$ cat src/rtl/pkt_framer_pkg.sv
`timescale 1ns/1ps
package pkt_framer_pkg;

    // Sequencer phases of the framer
    typedef enum logic [1:0] {
        ST_IDLE = 2'd0,   // between packets, start marker not yet sent
        ST_BODY = 2'd1,   // passing payload bytes
        ST_ESC2 = 2'd2,   // second byte of an escape pair pending
        ST_EOP  = 2'd3    // closing marker pending
    } fr_state_e;

endpackage

$ cat src/rtl/pf_classify.sv
`timescale 1ns/1ps
module pf_classify #(
    parameter int                          DATA_W   = 8,
    parameter int                          NUM_RES  = 3,
    parameter logic [NUM_RES*DATA_W-1:0]   RES_VALS = '0,
    parameter logic [DATA_W-1:0]           ESC_MASK = 8'h20
) (
    input  logic [DATA_W-1:0] byte_in,
    output logic              is_res,
    output logic [DATA_W-1:0] byte_esc
);

    logic [NUM_RES-1:0] hit;

    generate
        for (genvar g = 0; g < NUM_RES; g++) begin : g_cmp
            assign hit[g] = (byte_in == RES_VALS[g*DATA_W +: DATA_W]);
        end
    endgenerate

    assign is_res   = |hit;
    assign byte_esc = byte_in ^ ESC_MASK;

    // reserved values are distinct, so a byte matches at most one of them
    always_comb begin
        p_res_unique_r4: assert ($onehot0(hit));
    end

endmodule

$ cat src/rtl/pf_seq.sv
`timescale 1ns/1ps
module pf_seq
    import pkt_framer_pkg::*;
#(
    parameter int                DATA_W  = 8,
    parameter logic [DATA_W-1:0] SOP_VAL = 8'h7B,
    parameter logic [DATA_W-1:0] EOP_VAL = 8'h7E,
    parameter logic [DATA_W-1:0] ESC_VAL = 8'h7D
) (
    input  logic              clk,
    input  logic              rst,
    input  logic [DATA_W-1:0] s_tdata,
    input  logic              s_tvalid,
    input  logic              s_tlast,
    output logic              s_tready,
    input  logic              in_is_res,
    input  logic [DATA_W-1:0] in_esc_byte,
    output logic [DATA_W-1:0] m_tdata,
    output logic              m_tvalid,
    output logic              m_tlast,
    input  logic              m_tready
);

    typedef struct packed {
        fr_state_e         st;
        logic [DATA_W-1:0] pend;
        logic              pend_last;
        logic [DATA_W-1:0] odata;
        logic              ovalid;
        logic              olast;
    } seq_t;

    seq_t r_d, r_q;
    logic adv;

    always_comb begin
        r_d      = r_q;
        adv      = !r_q.ovalid || m_tready;
        s_tready = (r_q.st == ST_BODY) && adv;
        if (adv) begin
            r_d.ovalid = 1'b0;
            r_d.olast  = 1'b0;
            unique case (r_q.st)
                ST_IDLE: begin
                    if (s_tvalid) begin
                        r_d.odata  = SOP_VAL;
                        r_d.ovalid = 1'b1;
                        r_d.st     = ST_BODY;
                    end
                end
                ST_BODY: begin
                    if (s_tvalid) begin
                        r_d.ovalid = 1'b1;
                        if (in_is_res) begin
                            r_d.odata     = ESC_VAL;
                            r_d.pend      = in_esc_byte;
                            r_d.pend_last = s_tlast;
                            r_d.st        = ST_ESC2;
                        end else begin
                            r_d.odata = s_tdata;
                            r_d.st    = s_tlast ? ST_EOP : ST_BODY;
                        end
                    end
                end
                ST_ESC2: begin
                    r_d.odata  = r_q.pend;
                    r_d.ovalid = 1'b1;
                    r_d.st     = r_q.pend_last ? ST_EOP : ST_BODY;
                end
                ST_EOP: begin
                    r_d.odata  = EOP_VAL;
                    r_d.ovalid = 1'b1;
                    r_d.olast  = 1'b1;
                    r_d.st     = ST_IDLE;
                end
                default: r_d.st = ST_IDLE;
            endcase
        end
    end

    always_ff @(posedge clk) begin
        if (rst) begin
            r_q <= '{st: ST_IDLE, default: '0};
        end else begin
            r_q <= r_d;
        end
    end

    assign m_tdata  = r_q.odata;
    assign m_tvalid = r_q.ovalid;
    assign m_tlast  = r_q.olast;

    // reset leaves the framer silent and not accepting
    p_reset_quiet_r1: assert property (@(posedge clk)
        rst |=> (!m_tvalid && !s_tready));

    // the byte following a completed frame is either absent or a start marker
    p_sop_leads_r2: assert property (@(posedge clk) disable iff (rst)
        (m_tvalid && m_tready && m_tlast) |=> (!m_tvalid || m_tdata == SOP_VAL));

    // accepting a reserved byte issues the escape prefix next
    p_esc_prefix_r4: assert property (@(posedge clk) disable iff (rst)
        (s_tvalid && s_tready && in_is_res) |=> (m_tvalid && m_tdata == ESC_VAL));

    // input held while the escaped byte is pending
    p_esc_stall_r5: assert property (@(posedge clk) disable iff (rst)
        (s_tvalid && s_tready && in_is_res) |=> !s_tready);

    // last flag only on the end marker
    p_last_on_eop_r7: assert property (@(posedge clk) disable iff (rst)
        (m_tvalid && m_tlast) |-> (m_tdata == EOP_VAL));

    // end marker value never appears inside a frame body
    p_eop_only_end_r8: assert property (@(posedge clk) disable iff (rst)
        (m_tvalid && m_tdata == EOP_VAL) |-> m_tlast);

    // a stalled output byte is held
    p_hold_stall_r10: assert property (@(posedge clk) disable iff (rst)
        (m_tvalid && !m_tready) |=> (m_tvalid && $stable(m_tdata) && $stable(m_tlast)));

endmodule

$ cat src/rtl/pkt_framer.sv
`timescale 1ns/1ps
module pkt_framer #(
    parameter int                DATA_W   = 8,
    parameter logic [DATA_W-1:0] SOP_VAL  = 8'h7B,
    parameter logic [DATA_W-1:0] EOP_VAL  = 8'h7E,
    parameter logic [DATA_W-1:0] ESC_VAL  = 8'h7D,
    parameter logic [DATA_W-1:0] ESC_MASK = 8'h20
) (
    input  logic              clk,
    input  logic              rst,
    input  logic [DATA_W-1:0] s_tdata,
    input  logic              s_tvalid,
    output logic              s_tready,
    input  logic              s_tlast,
    output logic [DATA_W-1:0] m_tdata,
    output logic              m_tvalid,
    input  logic              m_tready,
    output logic              m_tlast
);

    localparam int                        NUM_RES  = 3;
    localparam logic [NUM_RES*DATA_W-1:0] RES_VALS = {EOP_VAL, ESC_VAL, SOP_VAL};

    logic              is_res;
    logic [DATA_W-1:0] esc_byte;

    pf_classify #(
        .DATA_W   (DATA_W),
        .NUM_RES  (NUM_RES),
        .RES_VALS (RES_VALS),
        .ESC_MASK (ESC_MASK)
    ) u_classify (
        .byte_in  (s_tdata),
        .is_res   (is_res),
        .byte_esc (esc_byte)
    );

    pf_seq #(
        .DATA_W  (DATA_W),
        .SOP_VAL (SOP_VAL),
        .EOP_VAL (EOP_VAL),
        .ESC_VAL (ESC_VAL)
    ) u_seq (
        .clk         (clk),
        .rst         (rst),
        .s_tdata     (s_tdata),
        .s_tvalid    (s_tvalid),
        .s_tlast     (s_tlast),
        .s_tready    (s_tready),
        .in_is_res   (is_res),
        .in_esc_byte (esc_byte),
        .m_tdata     (m_tdata),
        .m_tvalid    (m_tvalid),
        .m_tlast     (m_tlast),
        .m_tready    (m_tready)
    );

endmodule

$ cat config.mk
export PLATFORM = sky130hd
export DESIGN_NAME = pkt_framer
export DESIGN_NICKNAME = d
export VERILOG_FILES = /design/src/rtl/pkt_framer_pkg.sv /design/src/rtl/pf_classify.sv /design/src/rtl/pf_seq.sv /design/src/rtl/pkt_framer.sv
export SDC_FILE = /design/constraint.sdc
export NUM_CORES = 1
export LEC_CHECK = 0
export ABC_AREA = 1
export BUFFER_PORTS_ARGS = -buffer_cell sky130_fd_sc_hd__buf_2
export CAP_MARGIN = 20
export CORE_MARGIN = 5
export CORE_UTILIZATION = 31
export CTS_BUF_LIST = sky130_fd_sc_hd__clkbuf_2
export DETAILED_ROUTE_END_ITERATION = 16
export PLACE_DENSITY = 0.58
export SLEW_MARGIN = 20
export SYNTH_ARGS = -nofsm -noshare
export SYNTH_HDL_FRONTEND = slang
export SYNTH_SLANG_ARGS = --single-unit
$ cat constraint.sdc
create_clock -name clk -period 3.71 [get_ports clk]
set_clock_uncertainty 0.2 [all_clocks]
set_input_delay 0.371 -clock clk [delete_from_list [all_inputs] [get_ports clk]]
set_output_delay 0.371 -clock clk [all_outputs]
set_load 0.02 [all_outputs]
### After elaboration in Yosys (flattened, before gate mapping)

Index checks and enable logic that the tools add are counted.

* bits in registers: 21
* input bits: 13
* output and inout bits: 11
* word-level logic and storage cells: 33

* equal/unequal tests: 8
* multiplexer cells: 11
* bitwise operators: 1
* reductions and logical operators: 7

Operator list (number)
* $pmux 9 s4: 1
* $eq 8x7->1 const B: 3
* $mux 20: 1
* $mux 9: 2
* $mux 2: 4
* $mux 8: 1
* $pmux 2 s4: 1
* $eq 2x2->1 const B: 2
* $ne 2x2->1 const B: 2
* $reduce_and 4->1: 1
* $reduce_and 3->1: 1
* $reduce_or 3->1: 1
* $eq 2x1->1 const B: 1
* $logic_not 2->1: 1
* $logic_and 1x1->1: 1
* $logic_not 1->1: 1
* $logic_or 1x1->1: 1
* $mux 1: 1
* $not 1->1: 1

### Logic depth before layout (Yosys ltp)

* word-level depth: 5
* depth in mapped cells: 10
* gate-level depth less buffers: 10

### Modules after synthesis

A second synthesis with hierarchy kept.

* cells, all modules: 165
* area total of the unflattened synthesis: 1141.1 sq um

Modules (own cells, without submodules)
* pf_seq: instances 1, cells an instance 144, area an instance 1031.0 sq um, sequential area each 420.4 sq um
* pf_classify: instances 1, cells an instance 21, area an instance 110.1 sq um, sequential area each 0.0 sq um

### Least setup slack after synthesis

No wires, ideal clock.

* path kind: input -> register
* start point: in s_tdata[7]
* end point: reg u_seq.r_q[10] (netlist name)
* library setup time: 0.135 ns
* arrival: 1.075 ns
* required time: 3.375 ns
* slack: 2.300 ns
* stages on the path: 8
* buffers on the path: 0
* cells stage by stage: inv_1 nand2_1 nor2_2 nand3_4 nor2_4 nand2_4 nand2_1 a21oi_1

* word-level cells in the longest chain between the ends: 3
* elaborated cells on any way between the ends: 5
* classes of those cells: eq/ne (3); reduce/logical (2)

Ends and longest elaborated chain
* start: declaration: line pkt_framer.sv:11 `input logic [DATA_W-1:0] s_tdata,`
* $eq 8x7->1: line pf_classify.sv:17 `assign hit[g] = (byte_in == RES_VALS[g*DATA_W +: DATA_W]);`
* $reduce_or 3->1 *: line pf_classify.sv:21 `assign is_res = |hit;`
* $reduce_and 4->1 (no line) *
* end signal: assignment: line pf_seq.sv:85 `r_q <= r_d;`
* end: declaration: line pf_seq.sv:33 `seq_t r_d, r_q;`

Mark *: on every way between the ends. The rest lies on a longest branch, timed or not.
A chain may end at the register's enable or synchronous reset.

### Worst setup path after layout

* start point: reg u_seq.r_q[19] (netlist name)
* end point: out s_tready

* word-level cells in the longest chain between the ends: 2

Ends and longest elaborated chain
* $eq 2x1->1: line pf_seq.sv:39 `s_tready = (r_q.st == ST_BODY) && adv;`
* $logic_and 1x1->1: line pf_seq.sv:39
* end: declaration: line pkt_framer.sv:13 `output logic s_tready,`

Every way passes these cells.

==> impl_metrics.py <==
metrics = {
    "yosys": {
        "syn_avg_cell_area_um2": 7.516,
        "synthTopCellsByArea": "dfxtp_1 (40%), nand2_1 (12%), a21oi_1 (6.7%)",
        "synthDistinctLibCells": 25,
        "synth_top_area_share_pct": 39.95,
        "ys_ff_latch": 21,
        "yosysSeqAreaShare_pct": 39.95,
        "syn-cell-area_um2": 1052,
        "synth_nets": 153,
        "netlist_instances": 140,
        "yosys.area.top_type": "dfxtp_1",
        "yosysWarnings": 0,
    },
    "detailed_routing": {
        "initialDrtViolationCount": 38,
        "vias_per_cell": 4.488,
        "vias": 902,
        "postRouteAntennaNets": 0,
        "wirelength_um": 2304,
        "routedWlPerCell_um": 11.46,
        "drcViolationCount": 0,
        "firstDrtPassIters": 4,
    },
    "timing": {
        "slew_headroom_pct": 73.43,
        "post-route-period-util_pct": 55.34,
        "rsz0062_at_grt": "false",
        "worst_slew_pin_slew_ns": 0.3976,
        "slew_viol_final": 0,
        "min_period_ns": 2.053,
        "fmax_mhz": 487.1,
        "tns_ns": 0,
        "layout_setup_ws_ns": 1.657,
        "hold_violations": 0,
        "hold_slack_ns": 0.09821,
        "setup_viol": 0,
    },
    "worst_setup_path": {
        "cp_max_fo": 12,
        "arrival_ns": 1.48,
        "crit_type": "reg -> out",
        "cp.required_ns": 3.14,
        "end_kind": "primary output",
        "crit_path_start_kind": "flop",
    },
    "global_route": {
        "grt.total_usage_pct": 10.80,
        "antenna_found_initial": 0,
        "grt_start_max_net_pins": 17,
        "grt_pass1_wl_um": 3788,
        "grt_pass1_vias": 852,
        "gr-total-overflow": 0,
    },
    "floorplan": {
        "io_pins": 24,
        "dieHeight_um": 68.26,
        "core_um2": 3311,
        "rows": 21,
        "initial_core_util_pct": 31.78,
        "dieArea_um2": 4659,
        "die_w_um": 68.26,
    },
    "layout": {
        "drive_gt1_share_pct": 27.74,
        "syn2layout_area_growth_pct": 10.34,
        "nets": 169,
        "final_cell_area_um2": 1161,
        "antenna_cells": 0,
    },
    "worst_hold_path": {
        "hp-class": "in -> reg",
    },
    "cts": {
        "h-tree-depth": 1,
        "cts_hold_buf": 0,
        "cts_buffers": 3,
        "clk_latency_ns": 0.32,
        "root_buffer": "clkbuf_2",
        "cts_resized": 0,
        "clkSlewWorstSetupHoldPaths_ns": 0.19,
        "cts_buffer_depth": 2,
        "cts_setup_buffers": 0,
        "cts_tree": "yes",
        "cts.sinks": 21,
    },
    "pwr": {
        "power.density_nw_per_um2": 356.2,
        "leakagePower_nw": 0.5020,
        "total_power_w": 0.0004136,
        "vdd_drop_max_mv": 0.07260,
    },
    "placement": {
        "gp_congestion": 0.8132,
        "io_buffers": 23,
        "place_ws_ns": 1.931,
        "post-dp-hpwl_um": 1860,
        "dpl_cell_area_um2": 1141,
    },
    "run": {
        "maxCapViolCount": 0,
    },
    "status": {
        "status": "completed",
    },
}
[per-layer routing]
metal,GRT usage (%),vias up,wire length (um)
li1,-,480,-
met1,12.83,405,1066
met2,19.25,14,1155
met3,1.478,3,62
met4,4.467,0,19
met5,0,-,0
[cells in the mapped netlist, drive strengths merged]
cell type / instances
o21ai: 13
clkbuf: 2
a31oi: 4
nand4: 1
a21oi: 18
inv: 15
clkinv: 2
nand3: 8
buf: 10
nand2: 36
o22ai: 1
dfxtp: 21
nor2: 9
[final cells by class]
type	count	area, um2
inverter	17	68.82
clock buffer	4	20.02
multi-input combinational	90	479.2
sequential	21	420.4
fill	374	2150
timing repair buffer	23	115.1
tap	46	57.56
[report_power, final]
| part | leakage, nW | switching, W | internal [W] |
|---|---|---|---|
| Combinational | 0.314 | 0.0000499 | 0.0000249 |
| Clock | 0.0166 | 0.0000677 | 0.0000285 |
| Sequential | 0.172 | 0.00000728 | 0.000235 |
| Total | 0.502 | 0.000125 | 0.000289 |
[critical path: stages (launching register included)]
cell	delay [ns]
dfxtp_1	0.57
nand2_1	0.16
nor2_4	0.23
buf_2	0.21
[state kept, by name (all words and copies together), names as in the netlist]
signal          cells
u_seq.r_q          11
u_seq.m_tvalid      1
u_seq.m_tdata       8
u_seq.m_tlast       1
[logic make-up (layout without fill, tap and decap cells)]
family                 after synthesis  count (layout)  synth area share, %
DFF                                 21              21                39.95
buffers and inverters               29              44                14.51
AOI/OAI and AO/OA                   36              36                19.86
and+or+nand+nor                     54              54                25.68
[per-stage QoR]
| stage | util [%] | cells |
|---|---|---|
| detailed placement | 34.47 | 197 |
| finish | 35.07 | 201 |
| global placement | 34.47 | 197 |
| floorplan | - | 140 |
| global route | 35.07 | 201 |
| CTS | 35.07 | 201 |
[cell usage in the layout, fill, tap and decap left out, types with 2 or more instances in the layout]
cell type  netlist  layout
nand2_1         33      33
buf_2            1      23
dfxtp_1         21      21
a21oi_1         14      14
inv_1           12      12
nand3_1          7       7
o21ai_1          7       7
o21ai_0          6       6
nor2_1           5       5
a31oi_1          4       4
clkbuf_2         0       4
inv_2            3       3
nor2_4           3       3
a21oi_2          3       3
nand2_4          2       2
[final timing paths]
path / end / start / slack [ns] / depth (start not counted)
max: s_tready / u_seq.r_q[19]$_SDFFE_PP0P_ / 1.66 / 3
max reg2reg: u_seq.m_tdata[1]$_SDFFE_PP0P_ / u_seq.r_q[20]$_SDFFE_PP0P_ / 2.04 / 7
min: u_seq.m_tdata[5]$_SDFFE_PP0P_ / s_tdata[5] / 0.1 / 3
min reg2reg: u_seq.r_q[18]$_SDFFE_PP0P_ / u_seq.r_q[18]$_SDFFE_PP0P_ / 0.27 / 2
Note: power is estimated with default switching activity, not from simulation.
